**config.mk**
```make
export PLATFORM = sky130hd
export DESIGN_NAME = cwf_refill_ctrl
export DESIGN_NICKNAME = d
export VERILOG_FILES = /design/src/rtl/cwf_pkg.sv /design/src/rtl/cwf_tag_store.sv /design/src/rtl/cwf_data_store.sv /design/src/rtl/cwf_burst_seq.sv /design/src/rtl/cwf_refill_ctrl.sv
export SDC_FILE = /design/constraint.sdc
export NUM_CORES = 1
export LEC_CHECK = 0
export ABC_CLOCK_PERIOD_IN_PS = 4100
export BUFFER_PORTS_ARGS = -buffer_cell sky130_fd_sc_hd__buf_4
export CAP_MARGIN = 30
export CORE_UTILIZATION = 44
export DETAILED_ROUTE_END_ITERATION = 8
export SYNTH_ARGS = -nofsm -noshare
export SYNTH_HDL_FRONTEND = slang
export SYNTH_SLANG_ARGS = --single-unit
export TNS_END_PERCENT = 30
```
**constraint.sdc**
```tcl
create_clock -name clk -period 4.1 [get_ports clk]
set_clock_uncertainty 0.1 [all_clocks]
set_input_delay 0.205 -clock clk [delete_from_list [all_inputs] [get_ports clk]]
set_output_delay 0.205 -clock clk [all_outputs]
set_load 0.01 [all_outputs]
```
**src/rtl/cwf_pkg.sv**
```systemverilog
// Shared types for the critical-word-first refill controller.
package cwf_pkg;
    typedef enum logic {
        ST_IDLE   = 1'b0,
        ST_REFILL = 1'b1
    } cwf_state_e;
endpackage

```
**src/rtl/cwf_tag_store.sv**
```systemverilog
// Direct-mapped tag and valid storage, one entry per set.
// Assumes SETS >= 2. The lookup is combinational; writes happen at the clock edge.
module cwf_tag_store #(
    parameter int SETS  = 4,
    parameter int TAG_W = 5,
    localparam int IDX_W = $clog2(SETS)
) (
    input  logic             clk,
    input  logic             rst_n,
    input  logic [IDX_W-1:0] lk_idx,
    input  logic [TAG_W-1:0] lk_tag,
    output logic             lk_hit,
    input  logic             wr_en,
    input  logic [IDX_W-1:0] wr_idx,
    input  logic [TAG_W-1:0] wr_tag
);
    logic [SETS-1:0]  vld;
    logic [TAG_W-1:0] tg [SETS];

    for (genvar s = 0; s < SETS; s++) begin : g_set
        // Clear valid on reset; load tag and set valid on a write to this set.
        always_ff @(posedge clk) begin
            if (!rst_n) begin
                vld[s] <= 1'b0;
            end else if (wr_en && wr_idx == IDX_W'(s)) begin
                vld[s] <= 1'b1;
                tg[s]  <= wr_tag;
            end
        end
    end

    assign lk_hit = vld[lk_idx] && (tg[lk_idx] == lk_tag);
endmodule

```
**src/rtl/cwf_data_store.sv**
```systemverilog
// Cache data words: one synchronous write port, one combinational read port.
// The contents are undefined until a refill has written them.
module cwf_data_store #(
    parameter int DEPTH  = 32,
    parameter int DATA_W = 32,
    localparam int AW = $clog2(DEPTH)
) (
    input  logic              clk,
    input  logic              we,
    input  logic [AW-1:0]     waddr,
    input  logic [DATA_W-1:0] wdata,
    input  logic [AW-1:0]     raddr,
    output logic [DATA_W-1:0] rdata
);
    logic [DATA_W-1:0] mem [DEPTH];

    // Store one refill word.
    always_ff @(posedge clk) begin
        if (we) mem[waddr] <= wdata;
    end

    assign rdata = mem[raddr];
endmodule

```
**src/rtl/cwf_burst_seq.sv**
```systemverilog
// Wrapped burst sequencer. It issues WORDS strobes on consecutive cycles from a start word,
// and counts the in-order acknowledges. It is done when the last acknowledge returns.
// Assumes WORDS is a power of two and that the bus never acknowledges an unissued read.
module cwf_burst_seq #(
    parameter int WORDS = 8,
    localparam int WOFF_W = $clog2(WORDS),
    localparam int CNT_W  = $clog2(WORDS + 1)
) (
    input  logic              clk,
    input  logic              rst_n,
    input  logic              start,
    input  logic [WOFF_W-1:0] start_word,
    input  logic              ack,
    output logic              run,
    output logic              strobe,
    output logic [WOFF_W-1:0] strobe_word,
    output logic [WOFF_W-1:0] ack_word,
    output logic              ack_first,
    output logic              ack_last
);
    logic [WOFF_W-1:0] base;
    logic [CNT_W-1:0]  issued;
    logic [CNT_W-1:0]  acked;

    assign strobe      = run && (issued != CNT_W'(WORDS));
    assign strobe_word = base + issued[WOFF_W-1:0];
    assign ack_word    = base + acked[WOFF_W-1:0];
    assign ack_first   = run && (acked == '0);
    assign ack_last    = run && (acked == CNT_W'(WORDS - 1));

    // Start a burst, then advance the issue and acknowledge counters until the last acknowledge.
    always_ff @(posedge clk) begin
        if (!rst_n) begin
            run    <= 1'b0;
            base   <= '0;
            issued <= '0;
            acked  <= '0;
        end else if (start && !run) begin
            run    <= 1'b1;
            base   <= start_word;
            issued <= '0;
            acked  <= '0;
        end else if (run) begin
            if (strobe) issued <= issued + 1'b1;
            if (ack) begin
                acked <= acked + 1'b1;
                if (ack_last) run <= 1'b0;
            end
        end
    end

    // successive strobes of a burst step one word forward, wrapping.
    p_wrap_order_r2: assert property (@(posedge clk) disable iff (!rst_n)
        (strobe && issued != '0) |-> (strobe_word == $past(strobe_word) + 1'b1));

    // the final acknowledge comes only after every strobe has gone out.
    p_last_after_all_r4: assert property (@(posedge clk) disable iff (!rst_n)
        (ack && ack_last) |-> !strobe);
endmodule

```
**src/rtl/cwf_refill_ctrl.sv**
```systemverilog
// Critical-word-first line refill controller for a direct-mapped data cache (loads only).
// A miss refills the line in wrapped order from the missed word and answers the load
// on the first acknowledge. A request that arrives during the rest of the refill waits
// in a one-entry holder and is replayed once the refill completes.
// Assumes in-order bus acknowledges, LINE_WORDS a power of two, and SETS >= 2.
module cwf_refill_ctrl
    import cwf_pkg::*;
#(
    parameter int DATA_W     = 32,
    parameter int ADDR_W     = 10,
    parameter int LINE_WORDS = 8,
    parameter int SETS       = 4
) (
    input  logic              clk,
    input  logic              rst_n,
    input  logic              req_valid,
    output logic              req_ready,
    input  logic [ADDR_W-1:0] req_addr,
    output logic              rsp_valid,
    output logic [DATA_W-1:0] rsp_data,
    output logic              bus_stb,
    output logic [ADDR_W-1:0] bus_addr,
    input  logic              bus_ack,
    input  logic [DATA_W-1:0] bus_data
);
    localparam int WOFF_W = $clog2(LINE_WORDS);
    localparam int IDX_W  = $clog2(SETS);
    localparam int TAG_W  = ADDR_W - WOFF_W - IDX_W;
    localparam int LINE_W = ADDR_W - WOFF_W;
    localparam int DEPTH  = SETS * LINE_WORDS;

    cwf_state_e        state;
    logic [LINE_W-1:0] line_r;
    logic              crit_done;
    logic              held_v;
    logic [ADDR_W-1:0] held_addr;

    logic              sel_v, act, hit;
    logic [ADDR_W-1:0] sel_addr;
    logic [DATA_W-1:0] rd_word;
    logic              seq_run, seq_stb, ack_first, ack_last;
    logic [WOFF_W-1:0] stb_word, ack_word;

    // The slot is free when idle or once the critical word has been answered, provided nothing is held.
    assign req_ready = !held_v && (state == ST_IDLE || crit_done);
    // Choose the request to act on: the held one first, otherwise the one arriving now.
    assign sel_v    = held_v || (req_valid && req_ready);
    assign sel_addr = held_v ? held_addr : req_addr;
    assign act      = (state == ST_IDLE) && sel_v;

    cwf_tag_store #(.SETS(SETS), .TAG_W(TAG_W)) u_tags (
        .clk    (clk),
        .rst_n  (rst_n),
        .lk_idx (sel_addr[WOFF_W +: IDX_W]),
        .lk_tag (sel_addr[ADDR_W-1 -: TAG_W]),
        .lk_hit (hit),
        .wr_en  (bus_ack && ack_last),
        .wr_idx (line_r[IDX_W-1:0]),
        .wr_tag (line_r[LINE_W-1 -: TAG_W])
    );

    cwf_data_store #(.DEPTH(DEPTH), .DATA_W(DATA_W)) u_data (
        .clk   (clk),
        .we    (bus_ack && seq_run),
        .waddr ({line_r[IDX_W-1:0], ack_word}),
        .wdata (bus_data),
        .raddr (sel_addr[WOFF_W + IDX_W - 1:0]),
        .rdata (rd_word)
    );

    cwf_burst_seq #(.WORDS(LINE_WORDS)) u_seq (
        .clk         (clk),
        .rst_n       (rst_n),
        .start       (act && !hit),
        .start_word  (sel_addr[WOFF_W-1:0]),
        .ack         (bus_ack),
        .run         (seq_run),
        .strobe      (seq_stb),
        .strobe_word (stb_word),
        .ack_word    (ack_word),
        .ack_first   (ack_first),
        .ack_last    (ack_last)
    );

    assign bus_stb  = seq_stb;
    assign bus_addr = {line_r, stb_word};

    // Control: serve hits, start refills, answer early, hold tail requests, and return to idle on the last acknowledge.
    always_ff @(posedge clk) begin
        if (!rst_n) begin
            state     <= ST_IDLE;
            line_r    <= '0;
            crit_done <= 1'b0;
            held_v    <= 1'b0;
            held_addr <= '0;
            rsp_valid <= 1'b0;
            rsp_data  <= '0;
        end else begin
            rsp_valid <= 1'b0;
            case (state)
                ST_IDLE: begin
                    if (act) begin
                        held_v <= 1'b0;
                        if (hit) begin
                            rsp_valid <= 1'b1;
                            rsp_data  <= rd_word;
                        end else begin
                            state     <= ST_REFILL;
                            line_r    <= sel_addr[ADDR_W-1:WOFF_W];
                            crit_done <= 1'b0;
                        end
                    end
                end
                default: begin
                    if (req_valid && req_ready) begin
                        held_v    <= 1'b1;
                        held_addr <= req_addr;
                    end
                    if (bus_ack && ack_first) begin
                        rsp_valid <= 1'b1;
                        rsp_data  <= bus_data;
                        crit_done <= 1'b1;
                    end
                    if (bus_ack && ack_last) state <= ST_IDLE;
                end
            endcase
        end
    end

    // no bus traffic while idle.
    p_idle_quiet_r1: assert property (@(posedge clk) disable iff (!rst_n)
        (state == ST_IDLE) |-> !bus_stb);
    // the first acknowledge is forwarded on the next cycle.
    p_early_rsp_r3: assert property (@(posedge clk) disable iff (!rst_n)
        (state == ST_REFILL && bus_ack && !crit_done) |=> (rsp_valid && rsp_data == $past(bus_data)));
    // refill persists until the final acknowledge.
    p_stay_refill_r4: assert property (@(posedge clk) disable iff (!rst_n)
        (state == ST_REFILL && !(bus_ack && ack_last)) |=> (state == ST_REFILL));
    // control state and burst sequencer agree.
    p_state_seq_r4: assert property (@(posedge clk) disable iff (!rst_n)
        (state == ST_REFILL) == seq_run);
    // a tail request is captured and blocks further requests.
    p_tail_hold_r5: assert property (@(posedge clk) disable iff (!rst_n)
        (state == ST_REFILL && req_valid && req_ready) |=> (held_v && !req_ready));
    // the holder is kept for as long as the refill runs.
    p_no_early_replay_r6: assert property (@(posedge clk) disable iff (!rst_n)
        (held_v && state == ST_REFILL) |=> held_v);
    // an idle hit answers next cycle without touching the bus.
    p_idle_hit_r8: assert property (@(posedge clk) disable iff (!rst_n)
        (act && hit) |=> (rsp_valid && !bus_stb));
endmodule

```
==> key figures <==
Logic synthesis
  – Ys Warns: 0
  – Top cells by area, synth: edfxtp_1, mux4_2, dfxtp_1, nand2_1, a22oi_1
  – Post-synth top area cell: edfxtp_1
  – Ys flop type: edfxtp_1
  – Yosys reg bits: between 1000 and 1500
  – Most frequent cells after synthesis: edfxtp_1, mux4_2, nand2_1
  – Async S/R FF share, synth: 0%
  – Seq/Total Area, Yosys: 76.4%
  – Most frequent cell after synthesis: edfxtp_1
  – Post-synth top area share: around three quarters
  – EDFF count, synth: 1044
  – Avg Inst Size Synth: around 20 µm²
  – Syn nets: roughly 2200
  – Library cells used by synthesis: 54
  – Cells after synthesis: approximately 2100
  – Synthesized cell area: ~43000 µm²

Cells and area
  – Reg area: about 33000 µm²
  – ANT cells: 0
  – Final core utilization: between 50% and 60%
  – Fraction of layout cells with a size suffix above 1: a little over a quarter
  – Area grow syn2layout: 16.5%
  – Final #Nets: between 2000 and 2500
  – Multi-input gate area: 9720 µm²
  – Filler cell count: about 7500

STA
  – Hold Slack: ~0.23 ns
  – Setup TNS: 0 ns
  – Setup WS post-layout: 0.453 ns
  – Setup Viol. Count Final: 0
  – RSZ-0062 raised after global routing: false
  – Fin. Hold Viols: 0
  – Worst Tran Pin Value: about 1 ns
  – Fin. max-slew vios: 0
  – Worst relative slew slack: about 33%
  – Crit share post-route: between 80% and 90%
  – Max Freq: between 200 and 300 MHz
  – Tmin final: around 3.6 ns

Worst setup path
  – WS Path Type: flop to flop
  – Setup crit end kind: flop
  – Max FO, Critical Path: between 60 and 70
  – Worst Path Required: approximately 4.6 ns
  – CP Data Arrival Time: 4.11 ns
  – Startpoint types: flop

Floorplanning
  – Die X: 314 µm
  – CORE AREA: ~97000 µm²
  – Row cnt: between 100 and 150
  – Die area: slightly below 100000 µm²
  – Initial core utilization: between 40% and 50%
  – Die H: approximately 310 µm
  – Ports: roughly 90

Run
  – Max Cap Viol: 0

Place
  – Place WS: around 0.53 ns
  – I/O Buffers: 90
  – GPL Wtd Cong: about 0.85
  – Dpl hpwl: approximately 66000 µm

CTS
  – Clock Path Buffers: 3
  – Clk_lat worst skew: 0.69 ns
  – Clock Pin Slew Worst Setup and Hold Paths: approximately 0.06 ns
  – CTS tree: done
  – Setup Buffers After CTS: 0
  – # clock sinks: 1113
  – CTS Buf Count: between 100 and 150
  – Root buf cell: clkbuf_16
  – H-tree depth: 3

Global routing
  – All-layer global routing usage: 22.5%
  – Overflow after GRT: 0
  – Vias in the first global route: between 20000 and 25000
  – Initial antenna violation count: 1
  – First-pass GRT wire length: approximately 160000 µm
  – Largest net degree at the start of global routing: 77

Route
  – DRT antenna net count: 0
  – 1st-iter DRT viols: around 2800
  – Vias per cell: slightly above 6
  – Average routed wire per standard cell: 29.4 µm
  – Pre-antenna DRT Iters: 7
  – DR DRC count: 0
  – Final WL: approximately 110000 µm
  – Via count: around 23000

Power
  – Switching part of the total power: roughly 21%
  – Clock Power Share: about two fifths
  – Leak pwr: 0.0159 µW
  – Part of the power in combinational logic: 5.5%
  – Pint: roughly 19000 µW
  – Total power: 23700 µW
  – Flop pwr share: between 50% and 60%
  – Peak VDD IR: between 0.3 and 0.4 mV
  – P per Cell Area: about 480 nW/µm²
  – NetSw: approximately 5100 µW

Hold path
  – Hold/Removal Path Class: input port to flop

Outcome
  – Status: finished, final reports clean
==> cell type report <==
cell class / count / area share, %
clock buffer: 138 / 6.01
clock inverter: 69 / 1.14
inverter: 16 / 0.120
multi-input combinational: 888 / 19.5
sequential: 1113 / 65.6
tap: 1276 / 3.20
timing repair buffer: 241 / 4.49
==> placed cells by master, fill, tap and decap left out, types with 45 or more instances in the layout <==
| cell | netlist | final |
|---|---|---|
| a21oi_1 | 62 | 62 |
| a22oi_1 | 77 | 77 |
| buf_4 | 11 | 169 |
| clkbuf_16 | 0 | 113 |
| dfxtp_1 | 69 | 69 |
| dlygate4sd3_1 | 0 | 45 |
| edfxtp_1 | 1044 | 1044 |
| mux2i_1 | 47 | 45 |
| mux4_2 | 238 | 238 |
| nand2_1 | 158 | 158 |
==> worst max-delay path, stage by stage (launching register included) <==
cell,delay (ns)
dfxtp_1,0.72
mux2_8,0.67
buf_12,0.32
buf_4,0.36
mux4_2,0.38
a22oi_1,0.19
a21oi_1,0.18
o21ai_1,0.27
a31oi_1,0.12
==> cells by family after synthesis <==
kind of cell	Yosys count	share of synthesized area, %
multiplexers	290	13.8
flip-flops	1113	76.4
AND/OR/NAND/NOR	274	2.68
XOR/XNOR	19	0.389
adder cells (fa/ha/maj)	8	0.269
buffers and inverters	143	1.67
AO/OA/AOI/OAI	297	4.80
==> per-stage QoR <==
step	instance area, µm²	cells
global route	49900	3741
CTS	49900	3740
finish	49900	3741
floorplan	42800	2144
detailed placement	45900	3488
global placement	45800	3484
==> state kept, by name, summed over array words and instances, names as in the netlist <==
register / cells
u_data.mem: 1024
line_r: 7
rsp_valid: 1
u_tags.vld: 4
crit_done: 1
held_v: 1
u_seq.issued: 4
u_tags.tg: 20
u_seq.run: 1
u_seq.base: 3
rsp_data: 32
held_addr: 10
state: 1
u_seq.acked: 4
==> per-layer routing <==
metal  wire length (µm)  vias up  share of wire, %  global-route usage [%]
met5                  0        -                 0                       0
met4               2440        0               2.2                    6.14
met3               8840      156               8.0                    3.31
met2              51700     1063                47                    34.9
met1              46900    12000                43                    33.5
li1                   -     9342                 -                       -
==> power by group through the flow <==
stage | clock [µW] | sequential (µW) | combinational [µW]
after floorplan | 0 | 12700 | 692
after global placement | 0 | 12800 | 1250
after detailed placement | 0 | 12800 | 1280
after CTS | 10000 | 12500 | 1320
after global routing | 10500 | 12500 | 1400
final | 9890 | 12500 | 1310
==> final timing paths <==
kind | end | cells past startpoint | slack, ns | startpoint
worst max-delay path | rsp_data[27] | 8 | 0.45 | held_v
worst min-delay path | held_addr[9] | 4 | 0.23 | req_addr[9]
worst max register to register | rsp_data[27] | 8 | 0.45 | held_v
worst min register to register | u_tags.vld[3] | 1 | 0.36 | u_tags.vld[3]
==> repair_timing <==
item                                   in CTS  in global routing
endpoints found under the hold margin    1077                  0
gates resized for setup                     0                  0
hold buffers                               45                  0
Note: power is estimated with default switching activity, not from simulation.
